===== config.mk =====
export PLATFORM = sky130hd
export DESIGN_NAME = pio_rd_seq
export DESIGN_NICKNAME = d
export VERILOG_FILES = /design/src/rtl/pio_rd_pkg.sv /design/src/rtl/pio_rd_op_decode.sv /design/src/rtl/pio_rd_timer.sv /design/src/rtl/pio_rd_xfer_ctr.sv /design/src/rtl/pio_rd_seq.sv
export SDC_FILE = /design/constraint.sdc
export NUM_CORES = 1
export LEC_CHECK = 0
export ABC_AREA = 1
export ABC_CLOCK_PERIOD_IN_PS = 2300
export CORE_UTILIZATION = 40
export CTS_CLUSTER_DIAMETER = 50
export DETAILED_ROUTE_END_ITERATION = 8
export PLACE_DENSITY = 0.68
export SYNTH_ARGS = -nofsm -noshare
export SYNTH_HDL_FRONTEND = slang
export SYNTH_SLANG_ARGS = --single-unit

===== constraint.sdc =====
create_clock -name clk_i -period 2.3 [get_ports clk_i]
set_input_delay 0.23 -clock clk_i [delete_from_list [all_inputs] [get_ports clk_i]]
set_output_delay 0.23 -clock clk_i [all_outputs]
set_load 0.005 [all_outputs]

===== src/rtl/pio_rd_pkg.sv =====
package pio_rd_pkg;
  localparam logic [2:0] TF_DATA    = 3'd0;
  localparam logic [2:0] TF_DEVHEAD = 3'd6;
  localparam logic [2:0] TF_CMDSTAT = 3'd7;

  localparam int ST_BSY  = 7;
  localparam int ST_DRDY = 6;
  localparam int ST_DRQ  = 3;
  localparam int ST_ERR  = 0;

  localparam logic [7:0] OP_READ_LONG = 8'h22;
  localparam logic [7:0] OP_DIAG      = 8'h90;
  localparam logic [7:0] OP_INIT_PARM = 8'h91;

  typedef enum logic [2:0] {
    S_IDLE, S_POLL, S_PARAM, S_CMD, S_WAIT, S_STAT, S_DATA
  } seq_state_e;
endpackage


===== src/rtl/pio_rd_op_decode.sv =====
module pio_rd_op_decode
  import pio_rd_pkg::*;
(
  input  logic [7:0] op_i,
  output logic       exempt_o,
  output logic       long_o
);
  assign exempt_o = (op_i == OP_DIAG) || (op_i == OP_INIT_PARM);
  assign long_o   = (op_i == OP_READ_LONG);
endmodule


===== src/rtl/pio_rd_timer.sv =====
module pio_rd_timer #(
  parameter int TIMEOUT_CYC = 4096
) (
  input  logic clk_i,
  input  logic rst_ni,
  input  logic clr_i,
  input  logic en_i,
  output logic expired_o
);
  localparam int CNT_W = $clog2(TIMEOUT_CYC + 1);
  logic [CNT_W-1:0] cnt_q;

  assign expired_o = en_i && (cnt_q == CNT_W'(TIMEOUT_CYC - 1));

  always_ff @(posedge clk_i or negedge rst_ni) begin
    if (!rst_ni)                    cnt_q <= '0;
    else if (clr_i)                 cnt_q <= '0;
    else if (en_i && !expired_o)    cnt_q <= cnt_q + 1'b1;
  end

  p_no_wrap_r8: assert property (@(posedge clk_i) disable iff (!rst_ni)
    en_i && !clr_i |=> cnt_q != '0 || $past(expired_o));
endmodule


===== src/rtl/pio_rd_xfer_ctr.sv =====
module pio_rd_xfer_ctr #(
  parameter int WORD_W = 9
) (
  input  logic              clk_i,
  input  logic              rst_ni,
  input  logic              load_i,
  input  logic [7:0]        count_i,
  input  logic [WORD_W-1:0] words_i,
  input  logic              step_i,
  output logic              last_word_o,
  output logic              last_sector_o
);
  logic [8:0]        sect_q;
  logic [WORD_W-1:0] word_q, lim_q;

  assign last_word_o   = (word_q == lim_q - 1'b1);
  assign last_sector_o = (sect_q == 9'd1);

  always_ff @(posedge clk_i or negedge rst_ni) begin
    if (!rst_ni) begin
      sect_q <= '0;
      word_q <= '0;
      lim_q  <= '0;
    end else if (load_i) begin
      sect_q <= (count_i == 8'd0) ? 9'd256 : {1'b0, count_i};
      word_q <= '0;
      lim_q  <= words_i;
    end else if (step_i) begin
      if (last_word_o) begin
        word_q <= '0;
        sect_q <= sect_q - 1'b1;
      end else begin
        word_q <= word_q + 1'b1;
      end
    end
  end

  p_step_in_range_r6: assert property (@(posedge clk_i) disable iff (!rst_ni)
    step_i |-> sect_q != 9'd0);
endmodule


===== src/rtl/pio_rd_seq.sv =====
module pio_rd_seq
  import pio_rd_pkg::*;
#(
  parameter int SECTOR_WORDS     = 256,
  parameter int LONG_EXTRA_WORDS = 2,
  parameter int TIMEOUT_CYC      = 4096
) (
  input  logic        clk_i,
  input  logic        rst_ni,
  input  logic        start_i,
  input  logic [7:0]  opcode_i,
  input  logic [7:0]  features_i,
  input  logic [7:0]  count_i,
  input  logic [7:0]  sector_i,
  input  logic [15:0] cylinder_i,
  input  logic [7:0]  devhead_i,
  output logic        busy_o,
  output logic [2:0]  tf_addr_o,
  output logic        tf_wr_o,
  output logic        tf_rd_o,
  output logic [15:0] tf_wdata_o,
  input  logic [15:0] tf_rdata_i,
  input  logic        intrq_i,
  output logic        word_valid_o,
  output logic [15:0] word_data_o,
  output logic        done_o,
  output logic        err_o
);
  localparam int WORD_W = $clog2(SECTOR_WORDS + LONG_EXTRA_WORDS + 1);

  seq_state_e state_q, state_d;
  logic [2:0]  pidx_q;
  logic [7:0]  op_q, feat_q, cnt_q, sect_q, dh_q;
  logic [15:0] cyl_q;
  logic        err_pend_q, rdy_ok_q;
  logic        exempt, is_long, expired, last_word, last_sector;
  logic        fin, fin_err;
  logic [7:0]  pbyte;
  logic [7:0]  st;

  assign st = tf_rdata_i[7:0];

  pio_rd_op_decode u_dec (.op_i(op_q), .exempt_o(exempt), .long_o(is_long));

  pio_rd_timer #(.TIMEOUT_CYC(TIMEOUT_CYC)) u_tmr (
    .clk_i, .rst_ni,
    .clr_i    (state_d != state_q),
    .en_i     (state_q == S_POLL || state_q == S_WAIT),
    .expired_o(expired)
  );

  pio_rd_xfer_ctr #(.WORD_W(WORD_W)) u_ctr (
    .clk_i, .rst_ni,
    .load_i       (state_q == S_CMD),
    .count_i      (cnt_q),
    .words_i      (is_long ? WORD_W'(SECTOR_WORDS + LONG_EXTRA_WORDS)
                           : WORD_W'(SECTOR_WORDS)),
    .step_i       (state_q == S_DATA),
    .last_word_o  (last_word),
    .last_sector_o(last_sector)
  );

  always_comb begin
    case (pidx_q)
      3'd0:    pbyte = feat_q;
      3'd1:    pbyte = cnt_q;
      3'd2:    pbyte = sect_q;
      3'd3:    pbyte = cyl_q[7:0];
      3'd4:    pbyte = cyl_q[15:8];
      default: pbyte = dh_q;
    endcase
  end

  always_comb begin
    tf_addr_o  = TF_DATA;
    tf_wr_o    = 1'b0;
    tf_rd_o    = 1'b0;
    tf_wdata_o = '0;
    case (state_q)
      S_POLL, S_STAT: begin tf_rd_o = 1'b1; tf_addr_o = TF_CMDSTAT; end
      S_PARAM: begin
        tf_wr_o = 1'b1; tf_addr_o = pidx_q + 3'd1; tf_wdata_o = {8'h00, pbyte};
      end
      S_CMD: begin tf_wr_o = 1'b1; tf_addr_o = TF_CMDSTAT; tf_wdata_o = {8'h00, op_q}; end
      S_DATA: tf_rd_o = 1'b1;
      default: ;
    endcase
  end

  always_comb begin
    state_d = state_q;
    fin     = 1'b0;
    fin_err = 1'b0;
    case (state_q)
      S_IDLE:  if (start_i) state_d = S_POLL;
      S_POLL:
        if (!st[ST_BSY] && (st[ST_DRDY] || exempt)) state_d = S_PARAM;
        else if (expired) begin fin = 1'b1; fin_err = 1'b1; end
      S_PARAM: if (pidx_q == 3'd5) state_d = S_CMD;
      S_CMD:   state_d = S_WAIT;
      S_WAIT:
        if (intrq_i) state_d = S_STAT;
        else if (expired) begin fin = 1'b1; fin_err = 1'b1; end
      S_STAT:
        if (exempt) begin fin = 1'b1; fin_err = st[ST_ERR]; end
        else if (st[ST_DRQ] && !st[ST_BSY]) state_d = S_DATA;
        else begin fin = 1'b1; fin_err = 1'b1; end
      S_DATA:
        if (last_word) begin
          if (err_pend_q) begin fin = 1'b1; fin_err = 1'b1; end
          else if (last_sector) fin = 1'b1;
          else state_d = S_WAIT;
        end
      default: state_d = S_IDLE;
    endcase
    if (fin) state_d = S_IDLE;
  end

  always_ff @(posedge clk_i or negedge rst_ni) begin
    if (!rst_ni) begin
      state_q <= S_IDLE;
      pidx_q <= '0;
      {op_q, feat_q, cnt_q, sect_q, dh_q, cyl_q} <= '0;
      err_pend_q <= 1'b0;
      rdy_ok_q <= 1'b0;
      done_o <= 1'b0;
      err_o <= 1'b0;
      word_valid_o <= 1'b0;
      word_data_o <= '0;
    end else begin
      state_q      <= state_d;
      done_o       <= fin;
      err_o        <= fin_err;
      word_valid_o <= (state_q == S_DATA);
      if (state_q == S_DATA) word_data_o <= tf_rdata_i;
      if (state_q == S_IDLE && start_i) begin
        op_q <= opcode_i; feat_q <= features_i; cnt_q <= count_i;
        sect_q <= sector_i; cyl_q <= cylinder_i; dh_q <= devhead_i;
        pidx_q <= '0;
        err_pend_q <= 1'b0;
        rdy_ok_q <= 1'b0;
      end
      if (state_q == S_POLL && state_d == S_PARAM) rdy_ok_q <= 1'b1;
      if (state_q == S_PARAM) pidx_q <= pidx_q + 3'd1;
      if (state_q == S_STAT) err_pend_q <= st[ST_ERR];
    end
  end

  assign busy_o = (state_q != S_IDLE);

  p_issue_after_ready_r1: assert property (@(posedge clk_i) disable iff (!rst_ni)
    tf_wr_o |-> rdy_ok_q);
  p_cmd_after_devhead_r3: assert property (@(posedge clk_i) disable iff (!rst_ni)
    tf_wr_o && tf_addr_o == TF_CMDSTAT |-> $past(tf_wr_o && tf_addr_o == TF_DEVHEAD));
  p_stat_before_data_r4: assert property (@(posedge clk_i) disable iff (!rst_ni)
    tf_rd_o && tf_addr_o == TF_DATA && !$past(tf_rd_o && tf_addr_o == TF_DATA)
    |-> $past(tf_rd_o && tf_addr_o == TF_CMDSTAT));
  p_word_from_read_r5: assert property (@(posedge clk_i) disable iff (!rst_ni)
    word_valid_o |-> $past(tf_rd_o && tf_addr_o == TF_DATA));
  p_err_with_done_r8: assert property (@(posedge clk_i) disable iff (!rst_ni)
    err_o |-> done_o);
  p_done_pulse_r9: assert property (@(posedge clk_i) disable iff (!rst_ni)
    done_o |-> !busy_o ##1 !done_o);
  p_one_strobe_r11: assert property (@(posedge clk_i) disable iff (!rst_ni)
    !(tf_wr_o && tf_rd_o));
endmodule


Word level (Yosys, flattened, before mapping)
Cells that the tools add are included.

Bits in registers: 122. Latch bits: 0. Memory bits (writable): 0. Bits in read-only memories: 0. Bits of input ports: 76. Output and inout bits: 41. Word-level logic and storage cells: 106. Memories kept: 0.

Add/subtract/negate cells: 5. $mul: 0. Divide/modulo/power cells: 0. Magnitude comparators: 0. Equality and inequality tests: 18. Shift operators: 0. Muxes and demuxes: 43. Bitwise logic cells: 0. Reductions and logical operators: 23.

Operator list (count): $mux W9 (7); $pmux W8 S5 (1); $mux W3 (12); $mux W13 (2); $pmux W3 S7 (1); $sub A9 B1 Y9 const B (2); $eq A8 B8 Y1 const B (2); $pmux W8 S2 (1); $eq A3 B3 Y1 const B (5); $mux W1 (15); $add A13 B1 Y13 const B (1); $eq A13 B12 Y1 const B (1); $eq A3 B2 Y1 const B (4); $reduce_bool A2 Y1 (5); $add A9 B1 Y9 const B (1); $eq A9 B1 Y1 const B (1); $eq A9 B9 Y1 (1); $eq A8 B6 Y1 const B (1); $logic_not A8 Y1 (1); $pmux W1 S4 (2); $eq A3 B1 Y1 const B (2); $logic_not A3 Y1 (2); $pmux W3 S2 (1); $reduce_or A3 Y1 (2); 9 further kinds (16).

Depth between registers and ports, before layout
Word-level depth: 9. Mapped depth: 14. Gate-level depth less buffers: 13.

Hierarchy
A second synthesis with hierarchy kept.

Cell total of the unflattened synthesis: 818. Area total of the unflattened synthesis: 6994.2 µm².

By module, submodules not included: pio_rd_seq (instances 1, cells an instance 407, area each 4162.7 µm²); pio_rd_xfer_ctr (instances 1, cells an instance 274, area each 1925.6 µm²); pio_rd_timer (instances 1, cells an instance 123, area each 849.6 µm²); pio_rd_op_decode (instances 1, cells an instance 14, area each 56.3 µm²).

Worst setup path before layout
No wires, ideal clock.

Kind: register to output. From: register pidx_q[0]. To: output port tf_wdata_o[0]. Arrival: 1631 ps. Required time: 2070 ps. Path slack: 439 ps. Cell stages (with the launch flop): 7. Path buffers: 1. Cells stage by stage: dfrtp_1 ha_1 ha_1 clkbuf_1 nor4_4 a21oi_1 o21ai_0.

Longest elaborated chain between the ends: 3. Elaborated cells on any way between the ends: 7. Those cells by class: 4 x eq/ne; 2 x mux; 1 x reduce/logical.

Ends and longest elaborated chain: from (decl) (RTL line pio_rd_seq.sv:32) `logic [2:0] pidx_q;`; from (signal assigned) (RTL line pio_rd_seq.sv:144) `if (state_q == S_PARAM) pidx_q <= pidx_q + 3'd1;`; $eq A3 B3 Y1, or another cell as far along (RTL line pio_rd_seq.sv:64) `case (pidx_q)`; $pmux W8 S5 (*) (RTL line pio_rd_seq.sv:64); $pmux W8 S2 (*) (RTL line pio_rd_seq.sv:79) `case (state_q)`; to (decl) (RTL line pio_rd_seq.sv:21) `output logic [15:0] tf_wdata_o,`.

Mark *: on every way between the ends. The rest lies on a longest branch, timed or not.

Worst setup path after layout
From: register pidx_q[0]. To: output port tf_wdata_o[6].

Same word-level chain as after synthesis.

==> flow_summary.json <==
{
  "top_layer": "met4",
  "peakVddDrop_mv": 0.712,
  "ys_ff_latch": 115,
  "die_w_um": 124,
  "htreeDepth": 4,
  "worst_slew_pin_slew_ns": 0.576,
  "synth.yosys.seq_area_share": 0.483,
  "path_clk_slew_ns": 0.05,
  "fin_crit_ns": 2.41,
  "violations": "setup timing",
  "intPower_mw": 6.44,
  "cts.sinks": 115,
  "dr.pass1.iters": 4,
  "holdWs_ns": 0.276,
  "slew_violations": 0,
  "grt_usage": 0.213,
  "core_area_sq_um": 14500,
  "layout_setup_ws_ns": -0.112,
  "setup.worst_path.end_class": "output port",
  "comb_power_share": 0.379,
  "syn_to_final_growth_pct": 38.1,
  "drt_wl_total_mm": 15.2,
  "synthDominantCellAreaShare": 0.483,
  "nFillCells": 1341,
  "power_leakage_nw": 3.88,
  "timing.final.crit_share": 1.05,
  "clock_skew_ns": 0.0128,
  "cts_buffer_depth": 2,
  "powerDensity_nw_per_um2": 1220,
  "route.met2.wl_mm": 7.32,
  "switchingPower_mw": 3.63,
  "layout-drive-gt1-share": 0.160,
  "ant_nets": 0,
  "synth_area_leaders": "dfrtp_1, nand2_1, inv_1",
  "power.total_mw": 10.1,
  "grt_pass1_wl_mm": 25.0,
  "die-height_um": 124,
  "fin_setup_tns_ns": -0.429,
  "synth_cell_types": 39,
  "root_buffer": "clkbuf_16",
  "fp-row-count": 44,
  "status": "finished with violations",
  "dpl_cell_area_sq_um": 7370,
  "antenna_found_initial": 0,
  "slew_headroom": 0.616,
  "die_area_sq_um": 15400,
  "start_kind": "flip-flop",
  "pin_count": 117,
  "met1Wirelength_mm": 6.92,
  "min_path_type": "input port to asynchronous set/reset pin",
  "startpoint": "pidx_q[0]$_DFFE_PN0P_",
  "syn-cell-area_sq_um": 5960,
  "p_clk_frac": 0.284,
  "post-route-util": 0.566,
  "r2r-start": "op_q[3]$_DFFE_PN0P_",
  "fmax_ghz": 0.415,
  "grt_max_degree": 49,
  "final_nets": 992,
  "synth_edf_count": 0,
  "place_ws_ns": -0.131,
  "wl_met3_um": 565,
  "critPathKind": "flip-flop to output port",
  "insertion_delay_ns": 0.42,
  "cts_tree": "built",
  "n_antenna_cell": 0,
  "hpwl_mm": 11.0,
  "grt_pass1_vias": 5194,
  "wire_per_inst_um": 13.8,
  "syn_area_per_cell_sq_um": 7.79,
  "swShare": 0.360,
  "route.vias.total": 5305,
  "gp_congestion": 0.872,
  "cts_inserted_buffers": 17,
  "drc": 0,
  "hold_violations": 0,
  "grt_overflow_total": 0,
  "syn_inst": 765,
  "synth.largest_area_cell": "dfrtp_1",
  "final_cell_area_sq_um": 8230,
  "setup_viol": 7,
  "start_util": 0.410,
  "dp.cells": 1062,
  "io_buffers": 108,
  "critPathArrivalTime_ns": 2.18,
  "async_flop_share": 1.00,
  "ys_warn_count": 0,
  "required_ns": 2.07,
  "ys.flop_type": "dfrtp_1",
  "cap_violations": 0,
  "drt_iter0_drc": 274,
  "pwr-share-seq": 0.337,
  "critPathMaxFanout": 6,
  "viasPerCell": 4.81,
  "rsz0062_at_grt": "yes",
  "instances_no_fill": 1102
}
-- synth_stat cells (3+ instances only) --
| cell type | count |
|---|---|
| a211oi_1 | 6 |
| a21oi_1 | 15 |
| a221oi_1 | 6 |
| buf_2 | 4 |
| buf_4 | 8 |
| buf_6 | 3 |
| clkbuf_1 | 15 |
| dfrtp_1 | 115 |
| ha_1 | 9 |
| inv_1 | 72 |
| inv_2 | 5 |
| nand2_1 | 282 |
| nand2_2 | 4 |
| nand3_1 | 26 |
| nand3_2 | 4 |
| nand4_1 | 7 |
| nor2_1 | 59 |
| nor2_2 | 7 |
| nor2_4 | 3 |
| nor3_1 | 10 |
| nor3_2 | 10 |
| nor4_1 | 4 |
| o21ai_0 | 53 |
| o22ai_1 | 9 |
| xnor2_1 | 5 |
| xor2_1 | 8 |
-- placed cells by master (no fill, tap or decap), drive strengths merged, types with 2 or more instances in the layout --
| cell | n |
|---|---|
| nand2 | 286 |
| dfrtp | 115 |
| clkdlybuf4s50 | 99 |
| inv | 77 |
| nor2 | 69 |
| o21ai | 55 |
| buf | 48 |
| nand3 | 30 |
| clkbuf | 21 |
| nor3 | 20 |
| a21oi | 16 |
| o22ai | 9 |
| ha | 9 |
| xor2 | 8 |
| conb | 8 |
| nand4 | 7 |
| a211oi | 6 |
| a221oi | 6 |
| xnor2 | 5 |
| bufinv | 5 |
| nor4 | 5 |
| o211ai | 2 |
| o21bai | 2 |
| clkinvlp | 2 |
| clkinv | 2 |
-- worst paths after layout --
| check | endpoint | slack [ns] | cells after the start |
|---|---|---|---|
| hold reg to reg | word_data_o[15]$_DFFE_PN0P_ | 0.47 | 2 |
| min in group clk_i | word_data_o[14]$_DFFE_PN0P_ | 0.35 | 3 |
| max in group asynchronous | cyl_q[13]$_DFFE_PN0P_ | 1.45 | 3 |
| setup reg to reg | u_tmr.cnt_q[2]$_DFFE_PN0P_ | 0.22 | 13 |
| setup / recovery | tf_wdata_o[6] | -0.11 | 9 |
| hold / removal | u_tmr.cnt_q[3]$_DFFE_PN0P_ | 0.28 | 2 |
-- flip-flops by register name, indices dropped and copies added (netlist names) --
| signal | flops |
|---|---|
| u_tmr.cnt_q | 13 |
| err_pend_q | 1 |
| err_o | 1 |
| word_valid_o | 1 |
| feat_q | 8 |
| u_ctr.lim_q | 2 |
| op_q | 8 |
| cyl_q | 16 |
| word_data_o | 16 |
| pidx_q | 3 |
| u_ctr.sect_q | 9 |
| u_ctr.word_q | 9 |
| done_o | 1 |
| sect_q | 8 |
| dh_q | 8 |
| state_q | 3 |
| cnt_q | 8 |
-- repair_timing --
item	in CTS	in global routing
pin swaps	10	11
hold buffers	1	0
endpoints found under the setup margin	14	24
setup buffers	5	4
gates resized for setup	59	28
endpoints found under the hold margin	24	0
-- power groups by stage --
stage	clock network (mW)	logic, mW	registers (mW)
after floorplan	0	2.14	3.22
after global placement	0	3.45	3.37
after detailed placement	0	3.49	3.37
after CTS	2.90	3.68	3.37
after global routing	3.00	4.29	3.49
final	2.86	3.82	3.40
-- layer usage --
| metal | track usage | up-vias |
|---|---|---|
| met5 | 0 | - |
| met2 | 0.345 | 108 |
| met1 | 0.276 | 2459 |
| met4 | 0.0818 | 0 |
| li1 | - | 2711 |
| met3 | 0.0513 | 27 |
-- worst max-delay path: stages, from the launching register on --
cell     delay (ns)
dfrtp_1        0.41
ha_2           0.21
ha_4           0.19
nor4_4         0.29
buf_4          0.16
buf_6          0.09
buf_6          0.09
a21oi_2        0.04
o22ai_1        0.13
buf_2          0.15
-- final cells by class --
| class | instances | area, sq um | area share |
|---|---|---|---|
| clock buffer | 21 | 460 | 0.0560 |
| clock inverter | 9 | 179 | 0.0218 |
| inverter | 77 | 294 | 0.0357 |
| multi-input combinational | 548 | 2780 | 0.338 |
| sequential | 115 | 2880 | 0.350 |
| tap | 184 | 230 | 0.0280 |
| timing repair buffer | 148 | 1400 | 0.170 |
-- cell families (layout without fill, tap and decap cells) --
logic type | after synthesis | in the layout | synth area share
other | 1 | 8 | 0.000630
AND/OR/NAND/NOR | 418 | 418 | 0.302
XOR/XNOR | 13 | 13 | 0.0191
flip-flops | 115 | 115 | 0.483
adder cells (fa/ha/maj) | 9 | 9 | 0.0189
buffers and inverters | 109 | 255 | 0.0783
AO/OA/AOI/OAI | 100 | 100 | 0.0977
Note: power is estimated with default switching activity, not from simulation.
